File: config.mk
export PLATFORM = sky130hd
export DESIGN_NAME = dtmf_synth
export DESIGN_NICKNAME = d
export VERILOG_FILES = /design/src/rtl/dtmf_pkg.sv /design/src/rtl/dtmf_tone.sv /design/src/rtl/dtmf_seq.sv /design/src/rtl/dtmf_synth.sv
export SDC_FILE = /design/constraint.sdc
export NUM_CORES = 1
export LEC_CHECK = 0
export BUFFER_PORTS_ARGS = -buffer_cell sky130_fd_sc_hd__buf_4
export CELL_PAD_IN_SITES_DETAIL_PLACEMENT = 1
export CELL_PAD_IN_SITES_GLOBAL_PLACEMENT = 2
export CORE_MARGIN = 5
export CORE_UTILIZATION = 40
export DETAILED_ROUTE_END_ITERATION = 12
export PLACE_DENSITY = 0.81
export SLEW_MARGIN = 0
export SYNTH_ARGS = -nofsm -noshare
export SYNTH_HDL_FRONTEND = slang
export SYNTH_SLANG_ARGS = --single-unit
File: constraint.sdc
create_clock -name clk -period 3.65 [get_ports clk]
set_clock_uncertainty 0.15 [all_clocks]
set_input_delay 0.73 -clock clk [delete_from_list [all_inputs] [get_ports clk]]
set_output_delay 0.73 -clock clk [all_outputs]
set_load 0.02 [all_outputs]
File: src/rtl/dtmf_pkg.sv
package dtmf_pkg;

    localparam int DIV_W = 9;
    localparam int PH_W  = 4;
    localparam int AMP_W = 4;
    localparam int CODE_W = AMP_W + 1;
    localparam int ROW_W = 3;
    localparam int COL_W = 2;

    typedef enum logic [1:0] {
        ST_IDLE = 2'd0,
        ST_TONE = 2'd1,
        ST_GAP  = 2'd2
    } seq_state_t;

    // clocks per staircase step for each low-group tone
    function automatic logic [DIV_W-1:0] row_divisor(input logic [ROW_W-1:0] idx);
        logic [DIV_W-1:0] d;
        case (idx)
            3'd1:    d = 9'd320;
            3'd2:    d = 9'd292;
            3'd3:    d = 9'd264;
            3'd4:    d = 9'd236;
            default: d = 9'd1;
        endcase
        return d;
    endfunction

    // clocks per staircase step for each high-group tone
    function automatic logic [DIV_W-1:0] col_divisor(input logic [COL_W-1:0] idx);
        logic [DIV_W-1:0] d;
        case (idx)
            2'd1:    d = 9'd184;
            2'd2:    d = 9'd168;
            2'd3:    d = 9'd152;
            default: d = 9'd1;
        endcase
        return d;
    endfunction

    // 16-step staircase approximation of one sine period
    function automatic logic [AMP_W-1:0] sine_step(input logic [PH_W-1:0] ph);
        logic [AMP_W-1:0] a;
        case (ph)
            4'd0:  a = 4'd8;
            4'd1:  a = 4'd11;
            4'd2:  a = 4'd13;
            4'd3:  a = 4'd14;
            4'd4:  a = 4'd15;
            4'd5:  a = 4'd14;
            4'd6:  a = 4'd13;
            4'd7:  a = 4'd11;
            4'd8:  a = 4'd8;
            4'd9:  a = 4'd5;
            4'd10: a = 4'd3;
            4'd11: a = 4'd1;
            4'd12: a = 4'd0;
            4'd13: a = 4'd1;
            4'd14: a = 4'd3;
            default: a = 4'd5;
        endcase
        return a;
    endfunction

endpackage

File: src/rtl/dtmf_tone.sv
module dtmf_tone
    import dtmf_pkg::*;
#(
    parameter int DW = DIV_W,
    parameter int PW = PH_W,
    parameter int AW = AMP_W
) (
    input  logic          clk,
    input  logic          rst_n,
    input  logic          run,
    input  logic [DW-1:0] div,
    output logic [AW-1:0] sample
);

    logic [DW-1:0] step_cnt;
    logic [PW-1:0] phase;
    logic          wrap;

    assign wrap = (step_cnt == div - DW'(1));

    always_ff @(posedge clk or negedge rst_n) begin
        if (!rst_n) begin
            step_cnt <= '0;
            phase    <= '0;
        end else if (!run) begin
            step_cnt <= '0;
            phase    <= '0;
        end else if (wrap) begin
            step_cnt <= '0;
            phase    <= phase + PW'(1);
        end else begin
            step_cnt <= step_cnt + DW'(1);
        end
    end

    always_comb begin
        sample = run ? AW'(sine_step(PH_W'(phase))) : '0;
    end

    // phase moves only when the divider wraps
    p_phase_hold_r6: assert property (@(posedge clk) disable iff (!rst_n)
        (run && $past(run) && ($past(step_cnt) != $past(div) - DW'(1)))
        |-> (phase == $past(phase)));

    // a wrap advances the phase by exactly one step
    p_phase_step_r4: assert property (@(posedge clk) disable iff (!rst_n)
        (run && $past(run) && ($past(step_cnt) == $past(div) - DW'(1)))
        |-> (phase == PW'($past(phase) + PW'(1))));

endmodule

File: src/rtl/dtmf_seq.sv
module dtmf_seq
    import dtmf_pkg::*;
#(
    parameter int TONE_CYC = 332898,
    parameter int GAP_CYC  = 332898
) (
    input  logic             clk,
    input  logic             rst_n,
    input  logic             pulse_mode,
    input  logic             start,
    input  logic [ROW_W-1:0] row_sel,
    input  logic [COL_W-1:0] col_sel,
    output logic             run,
    output logic [ROW_W-1:0] row_idx,
    output logic [COL_W-1:0] col_idx,
    output logic             done
);

    localparam int LONGEST = (TONE_CYC > GAP_CYC) ? TONE_CYC : GAP_CYC;
    localparam int CNT_W   = $clog2(LONGEST + 1);
    localparam logic [CNT_W-1:0] TONE_LAST = CNT_W'(TONE_CYC - 1);
    localparam logic [CNT_W-1:0] GAP_LAST  = CNT_W'(GAP_CYC - 1);

    seq_state_t       state, nxt;
    logic [CNT_W-1:0] cnt;
    logic             pend;
    logic [ROW_W-1:0] pend_row;
    logic [COL_W-1:0] pend_col;
    logic             row_ok, col_ok, req_ok;
    logic [ROW_W-1:0] req_row;
    logic [COL_W-1:0] req_col;
    logic             tone_end, gap_end, entering;

    always_comb begin
        row_ok  = (row_sel >= ROW_W'(1)) && (row_sel <= ROW_W'(4));
        col_ok  = (col_sel != '0);
        req_ok  = start && !pulse_mode && (row_ok || col_ok);
        req_row = row_ok ? row_sel : '0;
        req_col = col_ok ? col_sel : '0;
        tone_end = (state == ST_TONE) && (cnt == TONE_LAST);
        gap_end  = (state == ST_GAP) && (cnt == GAP_LAST);
    end

    // next-state decision
    always_comb begin
        nxt = state;
        unique case (state)
            ST_IDLE: if (req_ok) nxt = ST_TONE;
            ST_TONE: if (tone_end) nxt = ST_GAP;
            ST_GAP:  if (gap_end) nxt = (pend || req_ok) ? ST_TONE : ST_IDLE;
            default: nxt = ST_IDLE;
        endcase
        if (pulse_mode) nxt = ST_IDLE;
    end

    assign entering = (nxt == ST_TONE) && (state != ST_TONE);

    // state register
    always_ff @(posedge clk or negedge rst_n) begin
        if (!rst_n) state <= ST_IDLE;
        else        state <= nxt;
    end

    // duration counter
    always_ff @(posedge clk or negedge rst_n) begin
        if (!rst_n)                               cnt <= '0;
        else if (pulse_mode || nxt != state)      cnt <= '0;
        else if (state != ST_IDLE)                cnt <= cnt + CNT_W'(1);
    end

    // held request and active selection
    always_ff @(posedge clk or negedge rst_n) begin
        if (!rst_n) begin
            pend     <= 1'b0;
            pend_row <= '0;
            pend_col <= '0;
            row_idx  <= '0;
            col_idx  <= '0;
        end else if (pulse_mode) begin
            pend     <= 1'b0;
        end else if (entering) begin
            pend <= 1'b0;
            if (req_ok) begin
                row_idx <= req_row;
                col_idx <= req_col;
            end else begin
                row_idx <= pend_row;
                col_idx <= pend_col;
            end
        end else if (req_ok) begin
            pend     <= 1'b1;
            pend_row <= req_row;
            pend_col <= req_col;
        end
    end

    // outputs
    always_comb begin
        run  = (state == ST_TONE);
        done = gap_end && !pulse_mode;
    end

    // a burst is not cut short while its count runs
    p_burst_hold_r3: assert property (@(posedge clk) disable iff (!rst_n || pulse_mode)
        (state == ST_TONE && cnt != TONE_LAST) |=> (state == ST_TONE));

    // a burst that ends normally is followed by the gap
    p_gap_after_burst_r8: assert property (@(posedge clk) disable iff (!rst_n)
        ($past(state) == ST_TONE && state != ST_TONE && !$past(pulse_mode))
        |-> (state == ST_GAP));

    // done never lasts two clocks
    p_done_single_r9: assert property (@(posedge clk) disable iff (!rst_n)
        done |=> !done);

    // pulse mode empties the sequencer
    p_pulse_idle_r11: assert property (@(posedge clk) disable iff (!rst_n)
        pulse_mode |=> (state == ST_IDLE && !pend));

endmodule

File: src/rtl/dtmf_synth.sv
module dtmf_synth
    import dtmf_pkg::*;
#(
    parameter int TONE_CYC = 332898,
    parameter int GAP_CYC  = 332898
) (
    input  logic              clk,
    input  logic              rst_n,
    input  logic              pulse_mode,
    input  logic              start,
    input  logic [ROW_W-1:0]  row_sel,
    input  logic [COL_W-1:0]  col_sel,
    output logic [CODE_W-1:0] code,
    output logic              tone_active,
    output logic              done
);

    logic             run;
    logic [ROW_W-1:0] row_idx;
    logic [COL_W-1:0] col_idx;
    logic [DIV_W-1:0] row_div, col_div;
    logic             row_run, col_run;
    logic [AMP_W-1:0] row_smp, col_smp;

    dtmf_seq #(.TONE_CYC(TONE_CYC), .GAP_CYC(GAP_CYC)) u_seq (
        .clk        (clk),
        .rst_n      (rst_n),
        .pulse_mode (pulse_mode),
        .start      (start),
        .row_sel    (row_sel),
        .col_sel    (col_sel),
        .run        (run),
        .row_idx    (row_idx),
        .col_idx    (col_idx),
        .done       (done)
    );

    always_comb begin
        row_div = row_divisor(row_idx);
        col_div = col_divisor(col_idx);
        row_run = run && (row_idx != '0);
        col_run = run && (col_idx != '0);
    end

    dtmf_tone u_row (
        .clk    (clk),
        .rst_n  (rst_n),
        .run    (row_run),
        .div    (row_div),
        .sample (row_smp)
    );

    dtmf_tone u_col (
        .clk    (clk),
        .rst_n  (rst_n),
        .run    (col_run),
        .div    (col_div),
        .sample (col_smp)
    );

    always_comb begin
        if (pulse_mode) begin
            code        = '0;
            tone_active = 1'b0;
        end else begin
            code        = CODE_W'(row_smp) + CODE_W'(col_smp);
            tone_active = run;
        end
    end

    // the sum of two staircases never exceeds twice the peak level
    p_code_span_r7: assert property (@(posedge clk) disable iff (!rst_n)
        code <= CODE_W'(30));

endmodule

==> results_dict.tcl <==
set metrics [dict create \
    max_freq_mhz 285 \
    worstSetupEndpointType "output pin" \
    p_leak_nw 1.78 \
    yosysSeqAreaShare_pct 38.3 \
    cp-start-kind "flop" \
    vias 2928 \
    ys_ff_latch 58 \
    path_max_fanout 5 \
    status "complete, no violations" \
    cts_hold_buf 0 \
    total_power_mw 1.86 \
    synth_cell_types 56 \
    via_per_inst 5.24 \
    grt_first_pass_wirelength_mm 15.2 \
    ioPinCount 16 \
    cp.required_ns 2.77 \
    netlist_instances 408 \
    cts_sinks 58 \
    hold_violations 0 \
    vdd_drop_max_mv 0.174 \
    synth-edff-count 0 \
    finalSetupViolCount 0 \
    gp_congestion 0.779 \
    numCtsBuffers 9 \
    crit_type "reg2out" \
    fp-row-count 35 \
    cap_violations 0 \
    crit_slowest_cell "dfrtp_2" \
    dieArea_sq_mm 0.0115 \
    worstPathCellList "inv_2 -> ha_1 -> inv_1 -> mux2i_1 -> nor2_1 -> a211oi_2 -> ha_1 -> fa_2 -> a21o_1 -> a21oi_1 -> nor2_1 -> buf_4" \
    track_usage_pct 16.2 \
    clk_pin_slew_ns 0.07 \
    cts_tree "done" \
    dpl.hpwl_mm 5.99 \
    worstPathArrival_ns 2.62 \
    power.share.sequential_pct 40.6 \
    grt_pass1_vias 3143 \
    switchingPower_uw 607 \
    synthTopCellsByArea "dfrtp_1, ha_1, nor2_1, xnor2_1, xor2_1" \
    io_buffers 15 \
    final_cell_mix "nor2_1, dfrtp_1, nor3_1, ha_1" \
    fin_crit_ns 3.50 \
    fin_cells 559 \
    hold_class "in2async" \
    relSlewSlack_pct 49.6 \
    htree_levels 3 \
    intPower_mw 1.25 \
    dp_cells 537 \
    die_y_um 107 \
    p_per_area_mw_per_mm2 432 \
    antenna_found_initial 0 \
    slew_violations 0 \
    core_area_sq_mm 0.00924 \
    initial_core_util_pct 41.0 \
    ant_nets 0 \
    grt_max_degree 59 \
    drive_gt1_share_pct 17.4 \
    whs_ns 0.310 \
    antenna_cells 0 \
    fin_nets 461 \
    ys_warn_count 0 \
    switching_share_pct 32.6 \
    netlist_area_sq_mm 0.00379 \
    overflow 0 \
    dieWidth_um 107 \
    clk_path_buf_depth 2 \
    yosysTopAreaCell "dfrtp_1" \
    syn_nets 444 \
    worstMarginPinSlew_ns 0.756 \
    synth_flop_cell "dfrtp_1" \
    yosysTopAreaCellShare_pct 38.3 \
    area_delta_synth_final_pct 13.6 \
    clockRootBuffer "clkbuf_8" \
    post_drt_wl_per_cell_um 15.2 \
    finalSetupTns_ns 0 \
    drtPass1Iterations 4 \
    postRouteWirelength_mm 8.51 \
    cp_slowest_stage_delay_ns 0.44 \
    drt_iter0_drc 99 \
    route.detailed.drc 0 \
    period_share_pct 96.0 \
    pwr-share-clk_pct 35.3 \
    rsz0062_at_grt "no" \
    avgSynthCellArea_sq_um 9.29 \
    synth-async-reset-ratio_pct 100 \
    combPwrFrac_pct 24.1 \
    clock_latency_ns 0.34 \
]
-- flip-flops by register name, summed over array words and instances (netlist names) --
register and flops:
u_seq.pend 1, u_col.phase 4, u_seq.pend_row 3, u_seq.pend_col 2
u_seq.cnt 19, u_col.step_cnt 9, u_row.phase 4, u_seq.state 2
u_seq.row_idx 3, u_row.step_cnt 9, u_seq.col_idx 2
-- synthesized netlist by cell type, types with 8 or more instances --
| cell type | n |
|---|---|
| a21oi_1 | 13 |
| clkbuf_1 | 8 |
| dfrtp_1 | 58 |
| ha_1 | 26 |
| inv_1 | 15 |
| nand2_1 | 25 |
| nand3_1 | 19 |
| nor2_1 | 54 |
| nor3_1 | 27 |
| xnor2_1 | 23 |
| xor2_1 | 19 |
-- worst max-delay path: cells and delay by family (launching register included) --
family,cells,cell delay (ns)
AO/OA/AOI/OAI,3,0.37
adder cells (fa/ha/maj),3,0.87
buffers and inverters,3,0.33
flip-flops,1,0.44
multiplexers,1,0.06
AND/OR/NAND/NOR,2,0.21
-- power groups by stage --
stage               Clock, mW  Combinational [mW]  Sequential (mW)
detailed placement          0               0.435            0.760
global route            0.707               0.506            0.766
global placement            0               0.419            0.755
finish                  0.657               0.449            0.755
floorplan                   0               0.365            0.727
CTS                     0.676               0.441            0.748
-- repair_timing --
item	in CTS	in global routing
resized for setup	3	17
endpoints found under the setup margin	3	4
setup buffers	0	6
-- kinds of logic after synthesis --
logic type      after synthesis  share of synthesized area [%]
simple gates                176                           24.1
compound gates               59                           11.5
flops                        58                           38.3
xor+xnor                     42                           9.70
buf+inv                      33                           3.76
fa+ha+maj                    27                           9.11
mux                          13                           3.63
-- cell type report --
cell class                      instances  area (sq um)
Clock inverter                          7          93.8
Clock buffer                            9           124
Inverter                               15          56.3
Sequential cell                        58          1460
Tap cell                              129           161
Fill cell                            1059          4930
Multi-Input combinational cell        317          2230
Timing Repair Buffer                   24           180
-- worst paths after layout --
| kind | start | to | slack, ns | cells past startpoint |
|---|---|---|---|---|
| setup / recovery | u_row.phase[1] | code[4] | 0.15 | 12 |
| hold / removal | rst_n | u_seq.pend_row[2] | 0.31 | 1 |
| setup reg to reg | u_seq.cnt[0] | u_seq.cnt[5] | 1.13 | 7 |
| hold reg to reg | u_col.step_cnt[0] | u_col.step_cnt[0] | 0.33 | 1 |
| max in group asynchronous | rst_n | u_seq.state[1] | 2.50 | 1 |
| min in group clk | u_col.step_cnt[0] | u_col.step_cnt[0] | 0.33 | 1 |
-- metrics by stage --
stage | utilization, % | cell area [sq um] | worst slack (ns)
floorplan | - | 3790 | 0.507
global placement | 43.3 | 4000 | 0.463
detailed placement | 43.3 | 4000 | 0.347
CTS | 45.7 | 4220 | 0.00342
global route | 46.6 | 4310 | 0.00759
finish | 46.6 | 4310 | 0.147
-- per-layer routing --
metal	vias up	routed length (um)	global-route usage, %
li1	1465	-	-
met1	1422	4170	21.6
met2	31	4020	26.6
met3	10	197	2.64
met4	0	124	5.41
met5	-	0	0
No activity file was read; power rests on OpenSTA's default activity.
